`config.mk`:
```
export PLATFORM = sky130hd
export DESIGN_NAME = buck_gate_sequencer
export DESIGN_NICKNAME = d
export VERILOG_FILES = /design/src/rtl/buck_seq_pkg.sv /design/src/rtl/pwm_level_decode.sv /design/src/rtl/cal_sequencer.sv /design/src/rtl/gate_phase_fsm.sv /design/src/rtl/buck_gate_sequencer.sv
export SDC_FILE = /design/constraint.sdc
export NUM_CORES = 1
export LEC_CHECK = 0
export BUFFER_PORTS_ARGS = -buffer_cell sky130_fd_sc_hd__buf_4
export CELL_PAD_IN_SITES_DETAIL_PLACEMENT = 2
export CELL_PAD_IN_SITES_GLOBAL_PLACEMENT = 2
export CORE_AREA = 2 2 86 63
export CTS_CLUSTER_SIZE = 25
export DETAILED_ROUTE_END_ITERATION = 7
export DIE_AREA = 0 0 88 65
export PLACE_DENSITY_LB_ADDON = 0.1
export SLEW_MARGIN = 0
export SYNTH_ARGS = -nofsm -noshare
export SYNTH_HDL_FRONTEND = slang
export SYNTH_SLANG_ARGS = --single-unit
```
`constraint.sdc`:
```
create_clock -name clk -period 2.4 [get_ports clk]
set_input_delay 0.12 -clock clk [delete_from_list [all_inputs] [get_ports clk]]
set_output_delay 0.12 -clock clk [all_outputs]
set_load 0.02 [all_outputs]
```
`src/rtl/buck_seq_pkg.sv`:
```
package buck_seq_pkg;

    typedef enum logic [2:0] {
        PH_IDLE,
        PH_TO_HS,
        PH_HS,
        PH_TO_LS,
        PH_LS,
        PH_ZC_OFF
    } phase_e;

endpackage

```
`src/rtl/pwm_level_decode.sv`:
```
module pwm_level_decode #(
    parameter int unsigned HOLDOFF_CYC = 25
) (
    input  logic clk,
    input  logic rst_n,
    input  logic above_i,
    input  logic below_i,
    output logic want_hi_o,
    output logic tristate_o
);
    localparam int unsigned MW = $clog2(HOLDOFF_CYC + 1);
    localparam logic [MW-1:0] MID_LIMIT = MW'(HOLDOFF_CYC);

    typedef struct packed {
        logic          last_hi;
        logic [MW-1:0] mid_run;
    } dec_t;

    dec_t dec_d, dec_q;
    logic is_mid;
    logic level;

    always_comb begin
        is_mid = !above_i && !below_i;
        if (above_i)      level = 1'b1;
        else if (below_i) level = 1'b0;
        else              level = dec_q.last_hi;

        dec_d         = dec_q;
        dec_d.last_hi = level;
        if (!is_mid)                       dec_d.mid_run = '0;
        else if (dec_q.mid_run != MID_LIMIT) dec_d.mid_run = dec_q.mid_run + 1'b1;

        want_hi_o  = level;
        tristate_o = is_mid && (dec_q.mid_run == MID_LIMIT);
    end

    always_ff @(posedge clk or negedge rst_n) begin
        if (!rst_n) dec_q <= '0;
        else        dec_q <= dec_d;
    end

    // a park request is never raised on the first mid-level sample
    a_r6_no_early_park: assert property (@(posedge clk) disable iff (!rst_n)
        tristate_o |-> $past(!above_i && !below_i));

endmodule

```
`src/rtl/cal_sequencer.sv`:
```
module cal_sequencer #(
    parameter int unsigned CAL_CYC = 5500
) (
    input  logic clk,
    input  logic rst_n,
    input  logic enable_i,
    output logic hold_o,
    output logic busy_o
);
    localparam int unsigned CW = $clog2(CAL_CYC + 1);
    localparam logic [CW-1:0] CAL_LOAD = CW'(CAL_CYC);

    typedef struct packed {
        logic          en_seen;
        logic [CW-1:0] left;
    } cal_t;

    cal_t cal_d, cal_q;
    logic start;

    always_comb begin
        start         = enable_i && !cal_q.en_seen;
        cal_d         = cal_q;
        cal_d.en_seen = enable_i;
        if (!enable_i)           cal_d.left = '0;
        else if (start)          cal_d.left = CAL_LOAD;
        else if (cal_q.left != 0) cal_d.left = cal_q.left - 1'b1;

        busy_o = (cal_q.left != 0);
        hold_o = start || busy_o;
    end

    always_ff @(posedge clk or negedge rst_n) begin
        if (!rst_n) cal_q <= '0;
        else        cal_q <= cal_d;
    end

    // an enable edge starts calibration on the next clock
    a_r8_busy_on_enable: assert property (@(posedge clk) disable iff (!rst_n)
        $rose(enable_i) |=> busy_o);

    // disabling aborts calibration
    a_r8_abort_on_disable: assert property (@(posedge clk) disable iff (!rst_n)
        !enable_i |=> !busy_o);

endmodule

```
`src/rtl/gate_phase_fsm.sv`:
```
module gate_phase_fsm
    import buck_seq_pkg::*;
#(
    parameter int unsigned NOV_CYC   = 3,
    parameter int unsigned BLANK_CYC = 25
) (
    input  logic clk,
    input  logic rst_n,
    input  logic want_hi_i,
    input  logic force_off_i,
    input  logic zcd_on_i,
    input  logic hs_off_i,
    input  logic ls_off_i,
    input  logic zc_det_i,
    output logic hs_gate_o,
    output logic ls_gate_o
);
    localparam int unsigned CMAX = (NOV_CYC > BLANK_CYC) ? NOV_CYC : BLANK_CYC;
    localparam int unsigned CW   = $clog2(CMAX + 1);
    localparam logic [CW-1:0] NOV_LAST  = CW'(NOV_CYC - 1);
    localparam logic [CW-1:0] BLANK_END = CW'(BLANK_CYC);

    typedef struct packed {
        phase_e        ph;
        logic [CW-1:0] cnt;
        logic          hs;
        logic          ls;
    } fsm_t;

    fsm_t st_d, st_q;

    always_comb begin
        st_d = st_q;
        if (force_off_i) begin
            st_d.ph  = PH_IDLE;
            st_d.cnt = '0;
            st_d.hs  = 1'b0;
            st_d.ls  = 1'b0;
        end else begin
            unique case (st_q.ph)
                PH_IDLE: begin
                    st_d.ph  = want_hi_i ? PH_TO_HS : PH_TO_LS;
                    st_d.cnt = '0;
                end
                PH_TO_HS: begin
                    if (!want_hi_i) begin
                        st_d.ph  = PH_TO_LS;
                        st_d.cnt = '0;
                    end else if (!ls_off_i) begin
                        st_d.cnt = '0;
                    end else if (st_q.cnt == NOV_LAST) begin
                        st_d.ph  = PH_HS;
                        st_d.hs  = 1'b1;
                        st_d.cnt = '0;
                    end else begin
                        st_d.cnt = st_q.cnt + 1'b1;
                    end
                end
                PH_HS: begin
                    if (!want_hi_i) begin
                        st_d.ph  = PH_TO_LS;
                        st_d.hs  = 1'b0;
                        st_d.cnt = '0;
                    end
                end
                PH_TO_LS: begin
                    if (want_hi_i) begin
                        st_d.ph  = PH_TO_HS;
                        st_d.cnt = '0;
                    end else if (!hs_off_i) begin
                        st_d.cnt = '0;
                    end else if (st_q.cnt == NOV_LAST) begin
                        st_d.ph  = PH_LS;
                        st_d.ls  = 1'b1;
                        st_d.cnt = '0;
                    end else begin
                        st_d.cnt = st_q.cnt + 1'b1;
                    end
                end
                PH_LS: begin
                    if (want_hi_i) begin
                        st_d.ph  = PH_TO_HS;
                        st_d.ls  = 1'b0;
                        st_d.cnt = '0;
                    end else if (zcd_on_i && (st_q.cnt == BLANK_END) && zc_det_i) begin
                        st_d.ph = PH_ZC_OFF;
                        st_d.ls = 1'b0;
                    end else if (st_q.cnt != BLANK_END) begin
                        st_d.cnt = st_q.cnt + 1'b1;
                    end
                end
                PH_ZC_OFF: begin
                    if (want_hi_i) begin
                        st_d.ph  = PH_TO_HS;
                        st_d.cnt = '0;
                    end
                end
                default: begin
                    st_d.ph  = PH_IDLE;
                    st_d.cnt = '0;
                    st_d.hs  = 1'b0;
                    st_d.ls  = 1'b0;
                end
            endcase
        end
        hs_gate_o = st_q.hs;
        ls_gate_o = st_q.ls;
    end

    always_ff @(posedge clk or negedge rst_n) begin
        if (!rst_n) st_q <= '{ph: PH_IDLE, cnt: '0, hs: 1'b0, ls: 1'b0};
        else        st_q <= st_d;
    end

    // the two gates are exclusive
    a_r11_exclusive: assert property (@(posedge clk) disable iff (!rst_n)
        !(hs_gate_o && ls_gate_o));

    // high side turns on only with low side seen off and PWM high
    a_r1_hs_after_ls_off: assert property (@(posedge clk) disable iff (!rst_n)
        $rose(hs_gate_o) |-> $past(ls_off_i) && $past(want_hi_i));

    // low side turns on only with high side seen off and PWM low
    a_r2_ls_after_hs_off: assert property (@(posedge clk) disable iff (!rst_n)
        $rose(ls_gate_o) |-> $past(hs_off_i) && !$past(want_hi_i));

    // a fresh low-side pulse survives the next clock unless overridden
    a_r4_blank_hold: assert property (@(posedge clk) disable iff (!rst_n)
        $rose(ls_gate_o) |=> ls_gate_o || $past(force_off_i) || $past(want_hi_i));

    // any force-off clears both gates on the next clock
    a_r7_force_off: assert property (@(posedge clk) disable iff (!rst_n)
        force_off_i |=> !hs_gate_o && !ls_gate_o);

endmodule

```
`src/rtl/buck_gate_sequencer.sv`:
```
module buck_gate_sequencer #(
    parameter int unsigned NOV_CYC     = 3,
    parameter int unsigned BLANK_CYC   = 25,
    parameter int unsigned HOLDOFF_CYC = 25,
    parameter int unsigned CAL_CYC     = 5500
) (
    input  logic clk,
    input  logic rst_n,
    input  logic pwm_above_i,
    input  logic pwm_below_i,
    input  logic drv_dis_n_i,
    input  logic zc_mode_n_i,
    input  logic hs_off_i,
    input  logic ls_off_i,
    input  logic zc_det_i,
    input  logic therm_trip_i,
    output logic hs_gate_o,
    output logic ls_gate_o,
    output logic cal_busy_o
);
    logic want_hi;
    logic parked;
    logic cal_hold;
    logic force_off;

    pwm_level_decode #(.HOLDOFF_CYC(HOLDOFF_CYC)) u_decode (
        .clk        (clk),
        .rst_n      (rst_n),
        .above_i    (pwm_above_i),
        .below_i    (pwm_below_i),
        .want_hi_o  (want_hi),
        .tristate_o (parked)
    );

    cal_sequencer #(.CAL_CYC(CAL_CYC)) u_cal (
        .clk      (clk),
        .rst_n    (rst_n),
        .enable_i (drv_dis_n_i),
        .hold_o   (cal_hold),
        .busy_o   (cal_busy_o)
    );

    assign force_off = !drv_dis_n_i || therm_trip_i || cal_hold || parked;

    gate_phase_fsm #(.NOV_CYC(NOV_CYC), .BLANK_CYC(BLANK_CYC)) u_fsm (
        .clk         (clk),
        .rst_n       (rst_n),
        .want_hi_i   (want_hi),
        .force_off_i (force_off),
        .zcd_on_i    (!zc_mode_n_i),
        .hs_off_i    (hs_off_i),
        .ls_off_i    (ls_off_i),
        .zc_det_i    (zc_det_i),
        .hs_gate_o   (hs_gate_o),
        .ls_gate_o   (ls_gate_o)
    );

    // thermal trip clears both gates on the next clock
    a_r9_thermal_off: assert property (@(posedge clk) disable iff (!rst_n)
        therm_trip_i |=> !hs_gate_o && !ls_gate_o);

    // port-level disable clears both gates on the next clock
    a_r7_disable_off: assert property (@(posedge clk) disable iff (!rst_n)
        !drv_dis_n_i |=> !hs_gate_o && !ls_gate_o);

    // no gate is on while calibration runs
    a_r8_quiet_during_cal: assert property (@(posedge clk) disable iff (!rst_n)
        cal_busy_o |-> !hs_gate_o && !ls_gate_o);

endmodule

```
* Yosys cells after proc, flatten, opt, wreduce, memory -nomap -nowiden
Cells that the tools add are included.
Operators by class: add/sub/neg operators 3, eq/ne operators 29, mux-type cells 34, reductions and logical operators 22
Operators with widths (count):
- 8-bit case mux with 6 select lines | 1
- 13-bit 2-to-1 mux | 3
- 5-bit 2-to-1 mux | 7
- 8-bit 2-to-1 mux | 4
- 3-bit 2-to-1 mux | 5
- 13-bit nonzero test | 1
- 13-bit by 1-bit subtractor with 13-bit output (second input constant) | 1
- 3-bit by 2-bit != test with 1-bit output (second input constant) | 4
- 3-bit != test (second input constant) | 4
- 4-bit by 2-bit != test with 1-bit output (second input constant) | 3
- 5-bit by 1-bit adder with 5-bit output (second input constant) | 2
- 5-bit == test (second input constant) | 2
- 10-bit 2-to-1 mux | 1
- 5-bit != test (second input constant) | 2
- 5-bit AND reduction | 2
- 1-bit 2-to-1 mux | 9
- 9-bit 2-to-1 mux | 1
- 4-bit by 3-bit != test with 1-bit output (second input constant) | 2
- 4-bit != test (second input constant) | 2
- 4-bit OR reduction | 2
- 7-bit AND reduction | 1
- 3-bit by 2-bit == test with 1-bit output (second input constant) | 2
- 3-bit == test (second input constant) | 2
- 1-bit case mux with 3 select lines | 2
- 11 further kinds | 23
Storage, ports and cells: register bits 30, input port bits 10, output and inout bits 3, word-level logic and storage cells 96

* Longest topological paths before layout
depth in word-level cells 7, depth in mapped cells 8, depth with buffers taken out 7

* Cells and area by module
Synthesis repeated with hierarchy kept, for this count alone.
Second synthesis, totals: cell total of the unflattened synthesis 194, area, all modules 1840.5 µm²
Modules (own cells, without submodules):
- gate_phase_fsm | instances 1, cells each 93, area an instance 784.5 µm², sequential area each 250.2 µm²
- cal_sequencer | instances 1, cells each 68, area an instance 688.2 µm², sequential area each 350.3 µm²
- pwm_level_decode | instances 1, cells each 31, area an instance 354.1 µm², sequential area each 150.1 µm²
- buck_gate_sequencer | instances 1, cells each 2, area an instance 13.8 µm², sequential area each 0.0 µm²

* Worst setup path before layout
Ideal clock, no wire load.
kind register to register, start point register u_fsm.st_q[2] (netlist bit), end point register u_fsm.st_q[9] (netlist bit), library setup time 77 ps, arrival 2032 ps, setup slack 291 ps, cell stages (with the launch flop) 8, buffers on the path 0, period minus slack after synthesis 2109 ps, cell sequence dfrtp_1 inv_1 ha_1 or4b_1 o221ai_4 o2bb2ai_2 or4_1 a21oi_1
On the way: cells in the longest elaborated chain, start to end 5, elaborated cells between the ends (all ways) 8, classes of those cells 5 x eq/ne; 3 x reduce/logical
Ends and longest elaborated chain:
- start, declared | line gate_phase_fsm.sv:30 | fsm_t st_d, st_q;
- start signal, assigned | line gate_phase_fsm.sv:111 | if (!rst_n) st_q <= '{ph: PH_IDLE, cnt: '0, hs: 1'b0, ls: 1'b0};
- start signal, assigned | line gate_phase_fsm.sv:112 | else st_q <= st_d;
- 5-bit == test | line gate_phase_fsm.sv:85 | end else if (zcd_on_i && (st_q.cnt == BLANK_END) && zc_det_i) begin
- 1-bit logical AND (2 in a row) | line gate_phase_fsm.sv:85
- 4-bit by 2-bit != test with 1-bit output (no source line)
- 7-bit AND reduction (no source line) (*)
Mark *: on every way between the ends. The rest lies on a longest branch, timed or not. A chain may end at the register's enable or synchronous reset.

* Worst setup path in the final report
start point register u_fsm.st_q[3] (netlist bit), end point register u_fsm.st_q[9] (netlist bit)
Same word-level chain as after synthesis.

==> out/metrics.sh <==
RUN_STATUS='completed'
ANTENNA_CELLS=0
POWER.COMBINATIONAL.FRACTION_PCT=12.4
SYNTH_LARGEST_AREA_CELL='sky130_fd_sc_hd__dfrtp_1'
GLOBAL_ROUTE.OVERFLOW_TOTAL=0
POWER.INTERNAL_mW=0.893
SYNTH_CELL_TYPES=42
SYNTH_SEQ_AREA_SHARE_PCT=41.4
REG2REGPATHDEPTH=7
CTS.CLK_SLEW.WORST_PATHS_PS=70
CP-START-KIND='flop'
HOLDWS_PS=18.3
SHARE_SEQ_OF_TOTAL_POWER_PCT=45.5
FINALHOLDVIOLATIONS=0
GRT_PASS1_VIAS=1695
SYNTH_TOP_CELLS_BY_AREA='sky130_fd_sc_hd__dfrtp_1, sky130_fd_sc_hd__nor2_1, sky130_fd_sc_hd__ha_1'
PRE_CTS_SLACK_PS=90.3
CTS-ROOT-BUF='sky130_fd_sc_hd__clkbuf_8'
FINAL_COMMON_CELL='sky130_fd_sc_hd__dfrtp_1'
SYN_AREA_PER_CELL_SQ_UM=9.35
GRT_FIRST_PASS_WIRELENGTH_MM=8.98
SYNTH_WARNINGS=0
DR.PASS1.ITERS=4
NUMBER_OF_VIOLATIONS_OF_THE_MAX_CAPACITANCE_LIMIT=0
POST_ROUTE_CELLS_DRIVE_ABOVE_1_SHARE_PCT=16.9
CRITICAL_PATH_DATA_ARRIVAL_TIME_PS=2500
ANTENNA_FOUND_INITIAL=0
CRITPATHREQUIREDTIME_PS=2610
SYN-INSTANCE-COUNT=194
MAXIMUM_VDD_DROP_V=0.000260
DRT_ITER0_MARKERS=52
CTS_BUFFERS=5
CRIT_FANOUT=5
SYN-CELL-AREA_SQ_UM=1810
POSTSYNTHREGISTERBITS=30
TRITONCTS='built'
DRT_WL_TOTAL_MM=5.24
NUM_VIAS=1575
MAX_SLEW.WORST_PIN.SLEW_PS=558
CLKLATENCYLATEPIN_PS=280
NUMBER_OF_TOP_LEVEL_PINS=13
LAYOUT_COMMON_CELLS='sky130_fd_sc_hd__dfrtp_1, sky130_fd_sc_hd__nor2_1, sky130_fd_sc_hd__buf_4, sky130_fd_sc_hd__nand3_1, sky130_fd_sc_hd__inv_1'
POSTCTSSETUPREPAIRBUFS=0
GRT_MAX_DEGREE=31
DPL_CELL_AREA_SQ_UM=2040
SLOWEST_STAGE='sky130_fd_sc_hd__or4b_4'
SETUP_SLACK_PS=114
CTS-ROOT-TO-SINK-BUFFERS=2
GP_CONGESTION=0.798
PWR_DENSITY_CELL_nW_PER_UM2=556
HTREE_DEPTH=2
POST-ROUTE-DRC-COUNT=0
ENDPOINT_KIND='flop'
FINAL_PERIOD_UTILIZATION_PCT=95.3
POSTSYNTHNETCOUNT=211
IO_BUFFER_COUNT=12
CORE_AREA_SQ_UM=4980
LAYOUT-AREA-OVERHEAD-VS-SYNTH_PCT=19.3
CRITPATHKIND='flop to flop'
POWER_SWITCHING_SHARE_PCT=25.7
MAXSLEWVIOLCOUNT=0
TIMING.FINAL.CRIT_PERIOD_PS=2290
DIE_WIDTH_MICRONS=88
LAYOUT.NETS=235
HOLD_DEPTH=1
ANTENNA_VIOLATING_NETS_REMAINING=0
TIMING.CRITICAL_PATH.CELLS='inv_1, ha_1, nand4b_1, or4b_4, o2bb2ai_2, or4_1, a21oi_1'
WIRE_PER_INST_MICRONS=18.0
INITIAL_UTILIZATION_PCT=36.4
TIMING.SETUP.TNS_PS=0
CTS_SINKS=30
GRT_SETUP_UNREPAIRED='no'
POST_DRT_VIA_CELL_RATIO=5.41
FP.DIEAREA_SQ_UM=5720
FIN_WORST_SKEW_PS=4.42
ACHIEVABLE-FREQUENCY_GHz=0.437
SWITCHING_POWER_mW=0.310
CLOCKPOWERSHARE_PCT=42.1
FINISH.INSTANCE_AREA_SQ_UM=2160
HOLD_PATH.CLASS='primary input to flop'
SETUP_SLACK_ON_THE_WORST_FLOP_TO_FLOP_PATH_PS=110
PLACEMENT_ROWS=22
DIE-HEIGHT_MICRONS=65
FINAL-SETUP-VIOL-COUNT=0
TOTAL_LEAKAGE_POWER_nW=0.926
RELSLEWSLACK_PCT=61.8
DP_HPWL_MM=3.82
NETLIST.AREA_LEADER.SHARE_PCT=41.4
CRITICAL-PATH-MAX-STAGE-DELAY_PS=570
GROUTE.USAGE.OVERALL_PCT=21.1
==> cells by family (layout without fill, tap and decap cells) <==
family | after synthesis | in the layout | share of synthesized area (%)
flip-flops | 30 | 30 | 41.4
multiplexers | 4 | 4 | 2.21
adder cells (fa/ha/maj) | 7 | 7 | 4.83
XOR/XNOR | 13 | 13 | 6.28
AO/OA/AOI/OAI | 42 | 42 | 17.1
AND/OR/NAND/NOR | 81 | 81 | 24.4
buffers and inverters | 17 | 42 | 3.80
==> flip-flops by register name, indices dropped and copies added (netlist names) <==
name / count
u_fsm.ls_gate_o: 1
u_fsm.st_q: 8
u_decode.dec_q: 6
u_fsm.hs_gate_o: 1
u_cal.cal_q: 14
==> per-layer routing <==
metal  global-route usage (%)  up-vias  routed length [microns]
li1                         -      749                        -
met1                     29.8      806                     2700
met2                     32.5       13                     2360
met3                     4.20        7                      112
met4                     6.35        0                       62
met5                        0        -                        0
==> repair_timing <==
action | 4_1_cts | 5_1_grt
endpoints found under the setup margin | 0 | 1
endpoints found under the hold margin | 30 | 0
gates resized for setup | 0 | 1
hold buffers | 1 | 0
==> layout make-up <==
type | instances | area (sq um)
Inverter | 11 | 41.3
Clock inverter | 3 | 40.0
Multi-Input combinational cell | 147 | 997
Clock buffer | 5 | 68.8
Tap cell | 72 | 90.1
Timing Repair Buffer | 23 | 175
Sequential cell | 30 | 751
Fill cell | 557 | 2820
==> power by group through the flow <==
stage | clock [mW] | combinational (mW) | sequential, mW
6_report | 0.507 | 0.149 | 0.547
5_1_grt | 0.546 | 0.170 | 0.550
2_1_floorplan | 0 | 0.0880 | 0.550
3_3_place_gp | 0 | 0.139 | 0.554
4_1_cts | 0.519 | 0.152 | 0.547
3_5_place_dp | 0 | 0.147 | 0.557
==> synthesized netlist by cell type <==
library cell / instances
sky130_fd_sc_hd__o21a_1: 2
sky130_fd_sc_hd__nor3_1: 5
sky130_fd_sc_hd__nor4_1: 1
sky130_fd_sc_hd__or4b_1: 1
sky130_fd_sc_hd__or3b_2: 1
sky130_fd_sc_hd__and2_1: 2
sky130_fd_sc_hd__a21o_1: 1
sky130_fd_sc_hd__o311ai_0: 1
sky130_fd_sc_hd__nand3_1: 14
sky130_fd_sc_hd__mux2i_1: 4
sky130_fd_sc_hd__nor2b_1: 4
sky130_fd_sc_hd__o21ai_0: 7
sky130_fd_sc_hd__o221ai_4: 1
sky130_fd_sc_hd__a211o_2: 1
sky130_fd_sc_hd__or2_2: 1
sky130_fd_sc_hd__a31oi_1: 4
sky130_fd_sc_hd__nand4b_1: 3
sky130_fd_sc_hd__a2111oi_0: 3
sky130_fd_sc_hd__nor4b_1: 1
sky130_fd_sc_hd__or4b_4: 1
sky130_fd_sc_hd__o32a_1: 1
sky130_fd_sc_hd__clkbuf_1: 2
sky130_fd_sc_hd__a21oi_1: 8
sky130_fd_sc_hd__o2bb2ai_2: 1
sky130_fd_sc_hd__nand2_1: 8
sky130_fd_sc_hd__nor3b_1: 1
sky130_fd_sc_hd__or4_1: 2
sky130_fd_sc_hd__a21boi_0: 8
sky130_fd_sc_hd__nand4_1: 3
sky130_fd_sc_hd__nand3b_1: 6
sky130_fd_sc_hd__a211oi_1: 2
sky130_fd_sc_hd__a41oi_1: 1
sky130_fd_sc_hd__buf_2: 4
sky130_fd_sc_hd__a22oi_1: 1
sky130_fd_sc_hd__inv_1: 11
sky130_fd_sc_hd__dfrtp_1: 30
sky130_fd_sc_hd__xnor2_1: 3
sky130_fd_sc_hd__and4b_1: 1
sky130_fd_sc_hd__nor2_1: 24
sky130_fd_sc_hd__xor2_1: 10
sky130_fd_sc_hd__ha_1: 7
sky130_fd_sc_hd__nand2b_1: 2
==> worst max-delay path, delay by kind of cell (launching register included) <==
kind | cells | cell delay [ps]
AOI/OAI and AO/OA | 2 | 320
adders and majority gates | 1 | 140
buffers and inverters | 1 | 70
DFF | 1 | 420
and+or+nand+nor | 3 | 1260
==> stage by stage <==
step	total power [mW]	util [%]	cells
after detailed placement	0.704	41.0	282
after global placement	0.693	41.0	282
final	1.20	43.4	291
after floorplan	0.638	-	194
after CTS	1.22	43.3	291
after global routing	1.27	43.4	291
==> final timing paths <==
kind / from / to
worst max-delay path: u_fsm.st_q[3] / u_fsm.st_q[9]
worst min-delay path: drv_dis_n_i / u_cal.cal_q[13]
worst max register to register: u_fsm.st_q[3] / u_fsm.st_q[9]
worst min register to register: u_cal.cal_q[11] / u_cal.cal_q[11]
max in group asynchronous: rst_n / u_decode.dec_q[4]
min in group asynchronous: rst_n / u_cal.cal_q[4]
Power figures use the tool's default switching activity.
